### src/rtl/wadd_pkg.sv
package wadd_pkg;

  typedef enum logic [1:0] {
    WOP_ADD     = 2'b00,
    WOP_INC     = 2'b01,
    WOP_DEC     = 2'b10,
    WOP_ADD_ALT = 2'b11
  } wop_e;

  localparam int FLAG_W   = 8;
  localparam int FB_C     = 0;
  localparam int FB_N     = 1;
  localparam int FB_PV    = 2;
  localparam int FB_X3    = 3;
  localparam int FB_H     = 4;
  localparam int FB_X5    = 5;
  localparam int FB_Z     = 6;
  localparam int FB_S     = 7;
  localparam int NIBBLE_W = 4;

  function automatic logic is_add_op(input wop_e op);
    return (op == WOP_ADD) || (op == WOP_ADD_ALT);
  endfunction

  // sum and carry-out of one 4-bit slice
  function automatic logic [NIBBLE_W:0] nib_add(input logic [NIBBLE_W-1:0] x,
                                                input logic [NIBBLE_W-1:0] y,
                                                input logic cin);
    return {1'b0, x} + {1'b0, y} + {{NIBBLE_W{1'b0}}, cin};
  endfunction

  // keep mask: bits that survive a wide add
  function automatic logic [FLAG_W-1:0] keep_mask();
    logic [FLAG_W-1:0] m;
    m = '0;
    m[FB_S]  = 1'b1;
    m[FB_Z]  = 1'b1;
    m[FB_PV] = 1'b1;
    return m;
  endfunction

endpackage

### src/rtl/wadd_arith.sv
module wadd_arith
  import wadd_pkg::*;
#(
  parameter int DATA_W = 16
) (
  input  wop_e              op,
  input  logic [DATA_W-1:0] a,
  input  logic [DATA_W-1:0] b,
  output logic [DATA_W-1:0] res,
  output logic              carry_top,
  output logic              carry_hc,
  output logic              add_mode
);

  localparam int NIBS   = DATA_W / NIBBLE_W;
  localparam int HC_NIB = NIBS - 2;

  logic [DATA_W-1:0] b_eff;
  logic [NIBS:0]     chain;

  always_comb begin
    unique case (op)
      WOP_INC: b_eff = {{(DATA_W-1){1'b0}}, 1'b1};
      WOP_DEC: b_eff = {DATA_W{1'b1}};
      default: b_eff = b;
    endcase
  end

  assign chain[0] = 1'b0;

  for (genvar k = 0; k < NIBS; k++) begin : g_nib
    logic [NIBBLE_W:0] part;
    assign part = nib_add(a[k*NIBBLE_W +: NIBBLE_W],
                          b_eff[k*NIBBLE_W +: NIBBLE_W], chain[k]);
    assign res[k*NIBBLE_W +: NIBBLE_W] = part[NIBBLE_W-1:0];
    assign chain[k+1] = part[NIBBLE_W];
  end

  assign carry_top = chain[NIBS];
  assign carry_hc  = chain[HC_NIB+1];
  assign add_mode  = is_add_op(op);

endmodule

### src/rtl/wadd_flags.sv
module wadd_flags
  import wadd_pkg::*;
#(
  parameter int DATA_W = 16
) (
  input  logic              add_mode,
  input  logic              carry_top,
  input  logic              carry_hc,
  input  logic [DATA_W-1:0] res,
  input  logic [FLAG_W-1:0] f_in,
  output logic [FLAG_W-1:0] f_out
);

  localparam int HI_BASE = DATA_W - 8;

  logic [FLAG_W-1:0] rebuilt;

  always_comb begin
    rebuilt        = f_in & keep_mask();
    rebuilt[FB_C]  = carry_top;
    rebuilt[FB_N]  = 1'b0;
    rebuilt[FB_H]  = carry_hc;
    rebuilt[FB_X3] = res[HI_BASE + 3];
    rebuilt[FB_X5] = res[HI_BASE + 5];
    f_out          = add_mode ? rebuilt : f_in;
  end

endmodule

### src/rtl/wadd_unit.sv
module wadd_unit
  import wadd_pkg::*;
(
  input  logic [1:0]  op_sel,
  input  logic [15:0] opnd_a,
  input  logic [15:0] opnd_b,
  input  logic [7:0]  flags_in,
  output logic [15:0] sum_out,
  output logic [7:0]  flags_out
);

  localparam int DATA_W = 16;

  wop_e op;
  logic evt_carry;
  logic evt_half;
  logic evt_add;

  assign op = wop_e'(op_sel);

  wadd_arith #(.DATA_W(DATA_W)) u_arith (
    .op        (op),
    .a         (opnd_a),
    .b         (opnd_b),
    .res       (sum_out),
    .carry_top (evt_carry),
    .carry_hc  (evt_half),
    .add_mode  (evt_add)
  );

  wadd_flags #(.DATA_W(DATA_W)) u_flags (
    .add_mode  (evt_add),
    .carry_top (evt_carry),
    .carry_hc  (evt_half),
    .res       (sum_out),
    .f_in      (flags_in),
    .f_out     (flags_out)
  );

endmodule

### config.mk
export PLATFORM = sky130hd
export DESIGN_NAME = wadd_unit
export DESIGN_NICKNAME = d
export VERILOG_FILES = /design/src/rtl/wadd_pkg.sv /design/src/rtl/wadd_arith.sv /design/src/rtl/wadd_flags.sv /design/src/rtl/wadd_unit.sv
export SDC_FILE = /design/constraint.sdc
export NUM_CORES = 1
export LEC_CHECK = 0
export CORE_UTILIZATION = 30
export DETAILED_ROUTE_END_ITERATION = 8
export GPL_TIMING_DRIVEN = 0
export PLACE_DENSITY = 0.75
export SYNTH_ARGS = -nofsm -noshare
export SYNTH_HDL_FRONTEND = slang
export SYNTH_SLANG_ARGS = --single-unit
### constraint.sdc
create_clock -name vclk -period 21.2
set_input_delay 4.24 -clock vclk [all_inputs]
set_output_delay 4.24 -clock vclk [all_outputs]
set_load 0.02 [all_outputs]
Word level (Yosys, flattened, before mapping)
Index checks and enable logic that the tools add are counted.
{ "word_totals": {"regBits": 0, "latchBits": 0, "mem_bits_rw": 0, "mem_bits_ro": 0, "inputBits": 42, "elab_cells": 14, "mem_count": 0} }
{ "op_classes": {"add_sub_neg": 7, "mul": 0, "div": 0, "magnitude_cmp": 0, "n_eq_ne": 3, "n_shift": 0, "mux": 2, "n_bitwise": 0, "reduce_logical": 2} }
{ "op_table": {"columns": ["operator", "count"], "rows": [
  ["case mux 16 bit (2 select lines)", 1],
  ["adder 4 x 4 -> 5 bit", 4],
  ["adder 5 x 1 -> 5 bit", 3],
  ["2-to-1 mux 6 bit", 1],
  ["== test 2 bit, second input constant", 2],
  ["== test 2 x 1 -> 1 bit, second input constant", 1],
  ["zero test 2 bit", 1],
  ["logical OR 1 bit", 1]
]} }

Logic depth before layout (Yosys ltp)
{ "depth": {"word_depth": 7, "depth_mapped": 25, "depth_no_buf": 24} }

Hierarchy
Synthesis repeated with hierarchy kept, for this count alone.
{ "unflattened": {"hier_cells": 104, "hier_area_um2": 794.5} }
{ "modules_own_cells": {"columns": ["module", "instances", "cells_per_inst", "area_per_inst_um2", "seq_area_each_um2"], "rows": [
  ["wadd_arith", 1, 96, 718.2, 0.0],
  ["wadd_flags", 1, 8, 76.3, 0.0]
]} }

Least setup slack after synthesis
Ideal clock, no wire load.
{ "synth_timing": {"path_type": "in2out", "from": "input op_sel[0]", "to": "output flags_out[5]", "arrival_ps": 8809, "required_time_ps": 16960, "path_slack_ps": 8151, "path_stages": 24, "cell_sequence": "inv_1 ha_1 buf_2 buf_4 nand2_1 nand2_1 fa_1 a21o_1 a21oi_1 fa_1 fa_1 inv_1 a21o_1 a21oi_1 fa_1 inv_1 fa_1 a21o_1 a21o_1 fa_1 inv_1 fa_1 inv_1 mux2_2"} }
{ "synth_via": {"elab_chain_len": 7} }
{ "synth_lines": {"columns": ["element", "line", "rtl"], "rows": [
  ["from (decl)", "wadd_unit.sv:4", "input logic [1:0] op_sel,"],
  ["== test 2 bit / == test 2 x 1 -> 1 bit (equally long branches)", "wadd_arith.sv:22", "unique case (op)"],
  ["case mux 16 bit (2 select lines) *", "wadd_arith.sv:22", null],
  ["adder 4 x 4 -> 5 bit", "wadd_pkg.sv:29", "return {1'b0, x} + {1'b0, y} + {{NIBBLE_W{1'b0}}, cin};"],
  ["adder 5 x 1 -> 5 bit (2 in a row)", "wadd_pkg.sv:29", null],
  ["adder 5 x 1 -> 5 bit *", "wadd_pkg.sv:29", null],
  ["net sum_out[13]", "wadd_unit.sv:8", "output logic [15:0] sum_out,"],
  ["2-to-1 mux 6 bit *", "wadd_flags.sv:25", "f_out = add_mode ? rebuilt : f_in;"],
  ["to (decl)", "wadd_unit.sv:9", "output logic [7:0] flags_out"]
]} }
Mark *: on every way through the listed nets, which the timed path passes. The rest lies on a longest branch.

Worst setup path after layout
{ "layout_timing": {"from": "input op_sel[0]", "to": "output flags_out[5]"} }
{ "layout_via": {"elab_chain_len": 7} }
{ "layout_lines": {"columns": ["element", "line"], "rows": [
  ["== test 2 bit / == test 2 x 1 -> 1 bit (equally long branches)", "wadd_arith.sv:22"],
  ["case mux 16 bit (2 select lines)", "wadd_arith.sv:22"],
  ["adder 4 x 4 -> 5 bit", "wadd_pkg.sv:29"],
  ["adder 5 x 1 -> 5 bit (3 in a row)", "wadd_pkg.sv:29"],
  ["2-to-1 mux 6 bit *", "wadd_flags.sv:25"]
]} }
Mark *: on every way between the ends. The rest lies on a longest branch, timed or not.

==> flow_summary.ini <==
[routing]
routed_wl_um = 2040
drc = 0
dr.pass1.iters = 3
postRouteAntennaNets = 0
dr_total_vias = 891
dr.first_iter.drc_count = 7
wl_per_cell_um = 10.2
vias_per_cell = 4.48

[layout]
n_fill_cell = 218
register_area_um2 = 0
clockBufferCount = 0
antenna_cells = 0
finalNonFillerCells = 199
drive_gt1_frac = 0.0473
nets = 234
area_growth_pct = 86.5
seq_cell_count = 0

[floorplan]
ios = 66
dieArea_um2 = 2780
dieWidth_um = 52.7
start_util = 0.314
core_area_um2 = 2450
rows = 18
die_height_um = 52.7

[sta]
slew_viol_final = 0
tightest_slew_ns = 0.308
fin_crit_ns = 14.27
setup_violations = 0
rsz0062_at_grt = no
period_share = 0.673
layout_setup_ws_ns = 6.93
fmax_mhz = 70.1
hold_violations = 0
hold_ws_ns = 9.10
finalSetupTns_ns = 0
slew_headroom = 0.794

[worst_setup_path]
startpoint_type = primary input
worstSetupEndpointType = output port
cp_max_fo = 10
critPathArrivalTime_ns = 10.03
crit_type = in2out
cp.required_ns = 16.96

[job]
max-cap-violations = 0

[synthesis]
yosys-top-cells-area = ha_1 23%, fa_1 18%, nand2_1 12%
ys.warnings.count = 0
synth.largest_area_cell = ha_1
netlist_area_um2 = 772
syn_inst = 106
seq_area_frac_synth = 0
synth_cell_types = 21
yosysMostFrequentCell = nand2_1
synth_nets = 169
avgSynthCellArea_um2 = 7.28
synth_top_area_frac = 0.227
synth_common_cells = 25 x nand2_1, 16 x inv_1, 14 x ha_1

[clocking]
cts_setup_buffers = 0
holdBufCountCts = 0
cts_resized = 0

[global_route]
grt_usage = 0.156
antenna_found_initial = 0
grt-ovfl-total = 0
grt_max_degree = 11
grt_pass1_vias = 858
grt_pass1_wl_um = 3340

[power_and_ir_drop]
power_per_cell_area_nw_per_um2 = 49.5
p_leak_uw = 0.000736
peakVddDrop_uv = 31.0

[placed_design]
routabilityCongestion = 0.801
pre_cts_ws_ns = 6.93
dp_hpwl_um = 1850
dp_cells = 199
port_buffers = 63

[min_path]
hold_depth = 2
min_path_type = in2out

[run_status]
outcome = completed
-- kinds of logic after synthesis --
group | after synthesis | share of synthesized area
simple gates | 33 | 0.185
buf+inv | 22 | 0.130
compound gates | 21 | 0.164
fa+ha+maj | 21 | 0.408
xor+xnor | 7 | 0.0794
mux | 2 | 0.0340
-- worst paths after layout --
kind	start	end	slack, ns
hold / removal	flags_in[6]	flags_out[6]	9.10
setup / recovery	op_sel[0]	flags_out[5]	6.93
-- routing by layer --
layer | track usage | wire length [um] | part of all wire
met1 | 0.169 | 788 | 0.39
met5 | 0 | 0 | 0
met3 | 0.0203 | 163 | 0.080
met4 | 0 | 0 | 0
met2 | 0.327 | 1080 | 0.53
-- placed cells by master (no fill, tap or decap) --
cell type,count
and3b_1,1
nand2b_1,1
nor2_1,2
fa_1,7
o31ai_1,1
mux2_4,1
a31oi_1,1
inv_1,16
a21boi_0,1
a21o_1,6
nand3b_1,1
mux2_2,1
nor2b_1,3
buf_2,2
nand2_1,25
o21ai_0,2
buf_4,4
ha_1,14
xor2_1,3
clkdlybuf4s50_1,63
xnor2_1,4
a21oi_1,10
-- metrics by stage --
step | util | power (uW) | cell area [um2]
floorplan | - | 39.7 | 772
global placement | 0.587 | 70.5 | 1440
detailed placement | 0.587 | 71.7 | 1440
CTS | 0.587 | 72.2 | 1440
global route | 0.587 | 77.8 | 1440
finish | 0.587 | 71.2 | 1440
-- power by group --
group / internal (uW) / switching (uW)
clock: 0 / 0
combinational: 37.3 / 33.9
sequential: 0 / 0
-- critical path, cell delays in order --
cell and delay, ns:
clkdlybuf4s50_1 0.46, inv_1 0.05, ha_1 0.34, inv_1 0.11
nand2_1 0.09, buf_2 0.22, nand2_1 0.13, fa_1 0.44
a21o_1 0.17, a21oi_1 0.17, fa_1 0.24, fa_1 0.22
inv_1 0.05, a21o_1 0.16, a21oi_1 0.16, fa_1 0.21
inv_1 0.05, fa_1 0.39, a21o_1 0.20, a21o_1 0.19
fa_1 0.40, inv_1 0.10, fa_1 0.41, inv_1 0.08
mux2_2 0.14, clkdlybuf4s50_1 0.59
-- layout make-up --
type,count,area (um2),share of cell area
buffer,6,40.0,0.0278
multi-input combinational,84,672,0.467
inverter,16,60.1,0.0417
tap,30,37.5,0.0261
timing repair buffer,63,631,0.438
Power figures use the tool's default switching activity.
